[src/rtl/kr_pkg.sv]
package kr_pkg;
    localparam int KR_DIG_W    = 384;
    localparam int KR_WORD_W   = 32;
    localparam int KR_MAP_BITS = 256;

    typedef enum logic [2:0] {
        ERR_NONE        = 3'd0,
        ERR_DIGEST      = 3'd1,
        ERR_KEY_DEAD    = 3'd2,
        ERR_ID_MISMATCH = 3'd3,
        ERR_ID_REVOKED  = 3'd4,
        ERR_LOADER_MODE = 3'd5,
        ERR_ID_RANGE    = 3'd6,
        ERR_SIG         = 3'd7
    } kr_err_e;

    typedef enum logic [2:0] {
        TGT_DIG0  = 3'd0,
        TGT_DIG1  = 3'd1,
        TGT_KILL  = 3'd2,
        TGT_ID    = 3'd3,
        TGT_MAP   = 3'd4,
        TGT_FORCE = 3'd5
    } fuse_tgt_e;

    typedef enum logic [1:0] {
        ST_IDLE = 2'd0,
        ST_KEY  = 2'd1,
        ST_SIG  = 2'd2,
        ST_IDV  = 2'd3
    } kr_state_e;
endpackage

[src/rtl/kr_fuse_bank.sv]
module kr_fuse_bank
    import kr_pkg::*;
#(
    parameter int DIG_W    = KR_DIG_W,
    parameter int WORD_W   = KR_WORD_W,
    parameter int MAP_BITS = KR_MAP_BITS,
    parameter int ADDR_W   = 4
) (
    input  logic                clk,
    input  logic                rst,
    input  logic                we,
    input  fuse_tgt_e           tgt,
    input  logic [ADDR_W-1:0]   addr,
    input  logic [WORD_W-1:0]   wdata,
    output logic [DIG_W-1:0]    dig0,
    output logic [DIG_W-1:0]    dig1,
    output logic [1:0]          kill,
    output logic [WORD_W-1:0]   id_reg,
    output logic [MAP_BITS-1:0] map,
    output logic                force_auth
);
    localparam int DIG_WORDS = DIG_W / WORD_W;
    localparam int MAP_WORDS = MAP_BITS / WORD_W;

    logic armed_q;

    always_ff @(posedge clk) begin
        if (rst) begin
            dig0       <= '0;
            dig1       <= '0;
            kill       <= '0;
            id_reg     <= '0;
            map        <= '0;
            force_auth <= 1'b0;
            armed_q    <= 1'b0;
        end else begin
            armed_q <= 1'b1;
            if (we) begin
                for (int k = 0; k < DIG_WORDS; k++) begin
                    if (addr == ADDR_W'(k)) begin
                        if (tgt == TGT_DIG0) dig0[k*WORD_W +: WORD_W] <= dig0[k*WORD_W +: WORD_W] | wdata;
                        if (tgt == TGT_DIG1) dig1[k*WORD_W +: WORD_W] <= dig1[k*WORD_W +: WORD_W] | wdata;
                    end
                end
                for (int m = 0; m < MAP_WORDS; m++) begin
                    if (tgt == TGT_MAP && addr == ADDR_W'(m))
                        map[m*WORD_W +: WORD_W] <= map[m*WORD_W +: WORD_W] | wdata;
                end
                if (tgt == TGT_KILL)  kill       <= kill | wdata[1:0];
                if (tgt == TGT_ID)    id_reg     <= id_reg | wdata;
                if (tgt == TGT_FORCE) force_auth <= force_auth | wdata[0];
            end
        end
    end


    fuse_set_only_chk: assert property (@(posedge clk) disable iff (rst || !armed_q)
        ((kill & $past(kill)) == $past(kill)) && ((id_reg & $past(id_reg)) == $past(id_reg)) &&
        ((map & $past(map)) == $past(map)) && (force_auth || !$past(force_auth)));


    digest_set_only_chk: assert property (@(posedge clk) disable iff (rst || !armed_q)
        ((dig0 & $past(dig0)) == $past(dig0)) && ((dig1 & $past(dig1)) == $past(dig1)));
endmodule

[src/rtl/kr_id_check.sv]
module kr_id_check
    import kr_pkg::*;
#(
    parameter int ID_W     = KR_WORD_W,
    parameter int MAP_BITS = KR_MAP_BITS
) (
    input  logic [ID_W-1:0]     id,
    input  logic                use_map,
    input  logic                loader,
    input  logic [ID_W-1:0]     id_reg,
    input  logic [MAP_BITS-1:0] map,
    output kr_err_e             verdict
);
    localparam int IDX_W = $clog2(MAP_BITS);

    logic [ID_W-1:0] id_m1;
    logic            in_range;

    assign id_m1    = id - ID_W'(1);
    assign in_range = (id != '0) && (id <= ID_W'(MAP_BITS));

    always_comb begin
        if (loader && use_map)           verdict = ERR_LOADER_MODE;
        else if (use_map && !in_range)   verdict = ERR_ID_RANGE;
        else if (use_map)                verdict = map[id_m1[IDX_W-1:0]] ? ERR_ID_REVOKED : ERR_NONE;
        else if (id != id_reg)           verdict = ERR_ID_MISMATCH;
        else                             verdict = ERR_NONE;
    end
endmodule

[src/rtl/kr_auth_gate.sv]
module kr_auth_gate
    import kr_pkg::*;
#(
    parameter int DIG_W    = KR_DIG_W,
    parameter int WORD_W   = KR_WORD_W,
    parameter int MAP_BITS = KR_MAP_BITS,
    parameter int ADDR_W   = $clog2((DIG_W / WORD_W) > (MAP_BITS / WORD_W) ?
                                    (DIG_W / WORD_W) : (MAP_BITS / WORD_W))
) (
    input  logic              clk,
    input  logic              rst,
    input  logic              start,
    input  logic              key_sel,
    input  logic [DIG_W-1:0]  key_digest,
    input  logic              digest_valid,
    input  logic              sig_ok,
    input  logic [WORD_W-1:0] sk_id,
    input  logic              use_bitmap,
    input  logic              is_loader,
    input  logic              fuse_we,
    input  logic [2:0]        fuse_tgt,
    input  logic [ADDR_W-1:0] fuse_addr,
    input  logic [WORD_W-1:0] fuse_wdata,
    output logic              done,
    output logic              accept,
    output logic              reject,
    output logic [2:0]        err_code
);
    logic [DIG_W-1:0]    dig0, dig1, sel_dig;
    logic [1:0]          kill;
    logic [WORD_W-1:0]   id_reg;
    logic [MAP_BITS-1:0] map;
    logic                force_auth;

    kr_state_e         st;
    logic              r_sel, r_map, r_ldr;
    logic [WORD_W-1:0] r_id;
    kr_err_e           id_verdict, err_q;

    kr_fuse_bank #(.DIG_W(DIG_W), .WORD_W(WORD_W), .MAP_BITS(MAP_BITS), .ADDR_W(ADDR_W)) i_fuses (
        .clk(clk), .rst(rst), .we(fuse_we), .tgt(fuse_tgt_e'(fuse_tgt)), .addr(fuse_addr),
        .wdata(fuse_wdata), .dig0(dig0), .dig1(dig1), .kill(kill), .id_reg(id_reg),
        .map(map), .force_auth(force_auth)
    );

    kr_id_check #(.ID_W(WORD_W), .MAP_BITS(MAP_BITS)) i_idchk (
        .id(r_id), .use_map(r_map), .loader(r_ldr), .id_reg(id_reg), .map(map),
        .verdict(id_verdict)
    );

    assign sel_dig  = r_sel ? dig1 : dig0;
    assign err_code = err_q;

    always_ff @(posedge clk) begin
        if (rst) begin
            st <= ST_IDLE; r_sel <= 1'b0; r_map <= 1'b0; r_ldr <= 1'b0; r_id <= '0;
            done <= 1'b0; accept <= 1'b0; reject <= 1'b0; err_q <= ERR_NONE;
        end else begin
            done <= 1'b0;
            case (st)
                ST_IDLE: if (start) begin
                    accept <= 1'b0; reject <= 1'b0; err_q <= ERR_NONE;
                    r_sel <= key_sel; r_id <= sk_id; r_map <= use_bitmap; r_ldr <= is_loader;
                    if (!force_auth) begin
                        done <= 1'b1; accept <= 1'b1;
                    end else begin
                        st <= ST_KEY;
                    end
                end
                ST_KEY: if (digest_valid) begin
                    if (kill[r_sel] || key_digest != sel_dig) begin
                        done <= 1'b1; reject <= 1'b1; st <= ST_IDLE;
                        err_q <= kill[r_sel] ? ERR_KEY_DEAD : ERR_DIGEST;
                    end else begin
                        st <= ST_SIG;
                    end
                end
                ST_SIG: if (!sig_ok) begin
                    done <= 1'b1; reject <= 1'b1; err_q <= ERR_SIG; st <= ST_IDLE;
                end else begin
                    st <= ST_IDV;
                end
                default: begin
                    done <= 1'b1; st <= ST_IDLE; err_q <= id_verdict;
                    accept <= (id_verdict == ERR_NONE);
                    reject <= (id_verdict != ERR_NONE);
                end
            endcase
        end
    end


    acc_rej_excl_chk: assert property (@(posedge clk) disable iff (rst) !(accept && reject));


    done_pulse_chk: assert property (@(posedge clk) disable iff (rst) done |=> !done);


    accept_code_chk: assert property (@(posedge clk) disable iff (rst)
        (accept |-> err_code == 3'd0) and (reject |-> err_code != 3'd0));


    loader_bitmap_chk: assert property (@(posedge clk) disable iff (rst)
        !(done && accept && force_auth && r_ldr && r_map));


    start_clears_chk: assert property (@(posedge clk) disable iff (rst)
        (start && st == ST_IDLE && force_auth) |=> (!accept && !reject && !done));


    bypass_chk: assert property (@(posedge clk) disable iff (rst)
        (start && st == ST_IDLE && !force_auth) |=> (done && accept));
endmodule

[config.mk]
export PLATFORM = sky130hd
export DESIGN_NAME = kr_auth_gate
export DESIGN_NICKNAME = d
export VERILOG_FILES = /design/src/rtl/kr_pkg.sv /design/src/rtl/kr_fuse_bank.sv /design/src/rtl/kr_id_check.sv /design/src/rtl/kr_auth_gate.sv
export SDC_FILE = /design/constraint.sdc
export NUM_CORES = 2
export LEC_CHECK = 0
export BUFFER_PORTS_ARGS = -buffer_cell sky130_fd_sc_hd__buf_2
export CORE_MARGIN = 5
export CORE_UTILIZATION = 52
export DETAILED_ROUTE_END_ITERATION = 8
export PLACE_DENSITY = 0.72
export SYNTH_ARGS = -nofsm -noshare
export SYNTH_HDL_FRONTEND = slang
export SYNTH_SLANG_ARGS = --single-unit
[constraint.sdc]
create_clock -name clk -period 11.5 [get_ports clk]
set_clock_uncertainty 0.15 [all_clocks]
set_input_delay 1.725 -clock clk [delete_from_list [all_inputs] [get_ports clk]]
set_output_delay 1.725 -clock clk [all_outputs]
set_load 0.02 [all_outputs]
==> reports/summary.txt <==
Final Wtd Congestion -> 1.12
Synth top area share -> 0.490
fin crit period -> 6010 ps
RSZ-0062 raised after global routing -> no
Synth area leaders -> dfxtp_1 49%, a21oi_1 12%, nor2_1 9.4%
critical path launch point type -> flip-flop
reg2reg path depth -> 10
Adder-Cell Fraction of Synth Area -> 0.00167
core area -> 85500 µm²
DP HPWL -> 137000 µm
mux share of post-synthesis cell area -> 0.121
Main synth FF type -> dfxtp_1
htree depth -> 3
final net count -> 5726
cts bufs inserted -> 111
part of the cycle the worst path needs -> 0.523
vias in the first global route -> 38882
Synth Area in Compound Gates -> 0.170
synthesized instance count -> 5027
async set-reset flop share out of synthesis -> 0
pins over their slew limit -> 0
Final ANT Viol Nets -> 0
mapped cell area -> 45000 µm²
Die Span Y -> 304 µm
# DRC -> 0
Port Buffers -> 469
biggest cell delay along the critical path -> 1060 ps
clock sink total -> 1102
crit-path max FO -> 127
Die Area -> 92500 µm²
Post-synth EDFFs -> 0
Hold Crit Class -> reg2reg
Largest regs -> i_fuses.dig0 (384), i_fuses.dig1 (384), i_fuses.map (256)
critical path arrival -> 6420 ps
static leakage -> 0.0189 µW
via count -> 41754
Mapped Avg Cell Area -> 8.95 µm²
Crit. End Element -> flip-flop
Total GRT Usage -> 0.419
Ys Warns -> 0
Max-Cap Viols -> 0
Initial Utilization -> 0.526
Final setup viols -> 0
CP max-delay cell -> nor4_1
Pre-Repair DR Iteration Count -> 6
layout cells sized above 1 -> 0.157
peak ir drop on the vdd network -> 0.127 mV
number of library cell types mapped by synthesis -> 68
Synth Register Bits -> 1102
post-route setup TNS -> 0 ps
first-pass GRT wire length -> 284000 µm
final wirelength -> 205000 µm
simple-gate portion of the synthesized area -> 0.131
CTS clock-pin slew for the worst setup and hold paths -> 60 ps
cell taking the most area after synthesis -> dfxtp_1
xor and xnor area share after synthesis -> 0.0410
# IOs -> 470
FF-to-FF setup slack -> 5490 ps
Setup Fix Bufs, Post-CTS -> 0
Slew HR -> 0.0823
post_cts resized -> 0
initial drt markers -> 6763
CTS tree -> yes
row count -> 107
Least-Margin Pin Slew -> 1370 ps
area grow syn2layout -> 14.3%
largest net degree at the start of global routing -> 243
Max clock buf depth -> 3
syn nets -> 5497
hold path depth -> 2
hold buffers post-CTS -> 0
wire per inst -> 31.5 µm
main combinational cell family by area after synthesis -> compound AO/OA/AOI/OAI gates
worst path cell trace -> buf_12 -> mux2i_1 -> o2bb2ai_1 -> nor4_1 -> nand4_1 -> nor4_1 -> nand4_1 -> or3_1 -> a31oi_1 -> nor2_1
critical path required time -> 11900 ps
Max Clk Rate -> 166 MHz
register area share after synthesis -> 0.490
Commonest cells post-synth -> 1124 x nor2_1, 1102 x dfxtp_1, 1101 x a21oi_1
kind of critical path -> reg2reg
Fin. Hold Viols -> 0
vias per std cell -> 6.42
Die Span X -> 304 µm
final core utilization -> 0.601
pwr dens -> 163 nW/µm²
initial antenna violation count -> 15
status -> finished clean
Clock Tree Root -> clkbuf_16
count leader, synth -> nor2_1
clock latency on the worst-skew pair -> 690 ps
GRT overflow -> 0
## cell type report
| class | instances | area, µm² |
|---|---|---|
| timing repair buffer | 545 | 3000 |
| sequential | 1102 | 22100 |
| fill | 7410 | 34100 |
| clock inverter | 44 | 457 |
| antenna | 8 | 20.0 |
| clock buffer | 162 | 3260 |
| multi-input combinational | 3480 | 21100 |
| inverter | 16 | 60.1 |
| tap | 1144 | 1430 |
## routing by layer
layer	wire length, µm	share of wire	track usage	up-vias
met4	19400	0.095	0.297	16
met1	74700	0.36	0.544	19797
li1	-	-	-	17936
met2	81600	0.40	0.594	3224
met3	29100	0.14	0.127	781
met5	161	0.00079	0.00568	-
## cell families (layout without fill, tap and decap cells)
group | Yosys count | after routing
AOI/OAI and AO/OA | 1373 | 1373
buffers and inverters | 445 | 767
adders and majority gates | 6 | 6
xor gates and xnor gates | 209 | 209
other | 0 | 8
muxes | 459 | 459
DFF | 1102 | 1102
and+or+nand+nor | 1433 | 1433
## cell usage in the layout, fill, tap and decap left out, types with 6 or more instances in the layout
cell type  synthesis  final
a21oi_1         1101   1101
dfxtp_1         1102   1100
nor2_1          1124   1094
buf_2              7    470
mux2i_1          389    389
xnor2_1          173    173
nand2_1          116    116
clkbuf_16          0    114
nor4_1            93     90
o2bb2ai_1         81     81
buf_4             28     68
o22ai_1           66     66
mux4_2            58     58
a22o_1            42     42
nand4_1           39     39
xor2_1            34     34
clkbuf_1         336     25
clkbuf_8           0     23
clkinv_2           0     21
nor2_4             0     20
inv_1             15     15
a22oi_1           15     15
nand3_1           14     14
nor2_2             0     10
a221oi_1           9      9
diode_2            0      8
a211oi_1           7      7
a32oi_1            7      7
bufinv_16          0      7
mux2_2             6      6
a31oi_1            6      6
mux4_1             6      6
buf_12             0      6
## final timing paths
check                                                   from                           end
worst max-delay path                      r_sel$_SDFFE_PP0P_               done$_SDFF_PP0_
worst min-delay path            i_fuses.map[35]$_SDFFE_PP0P_  i_fuses.map[35]$_SDFFE_PP0P_
worst max register to register            r_sel$_SDFFE_PP0P_               done$_SDFF_PP0_
worst min register to register  i_fuses.map[35]$_SDFFE_PP0P_  i_fuses.map[35]$_SDFFE_PP0P_
## power by group
group | internal [µW] | switching, µW
Clock | 2130 | 1590
Sequential | 3840 | 32.1
Combinational | 246 | 571
## stage by stage
| step | power, µW | cells | cell area, µm² | hold WS [ps] | setup slack (ps) |
|---|---|---|---|---|---|
| floorplan | 4370 | 5027 | 45000 | 278 | 7650 |
| CTS | 8360 | 6493 | 51400 | 316 | 5790 |
| finish | 8400 | 6501 | 51400 | 311 | 5490 |
| detailed placement | 4730 | 6287 | 47700 | 299 | 5810 |
| global route | 8560 | 6493 | 51400 | 328 | 5470 |
| global placement | 4730 | 6285 | 47700 | 289 | 5780 |
## worst max-delay path, delay by kind of cell (launching register included)
family	cells	cell delay (ps)
muxes	1	670
DFF	1	900
and+or+nand+nor	6	2910
buffers and inverters	1	760
AOI/OAI and AO/OA	2	390
Power figures use the tool's default switching activity.
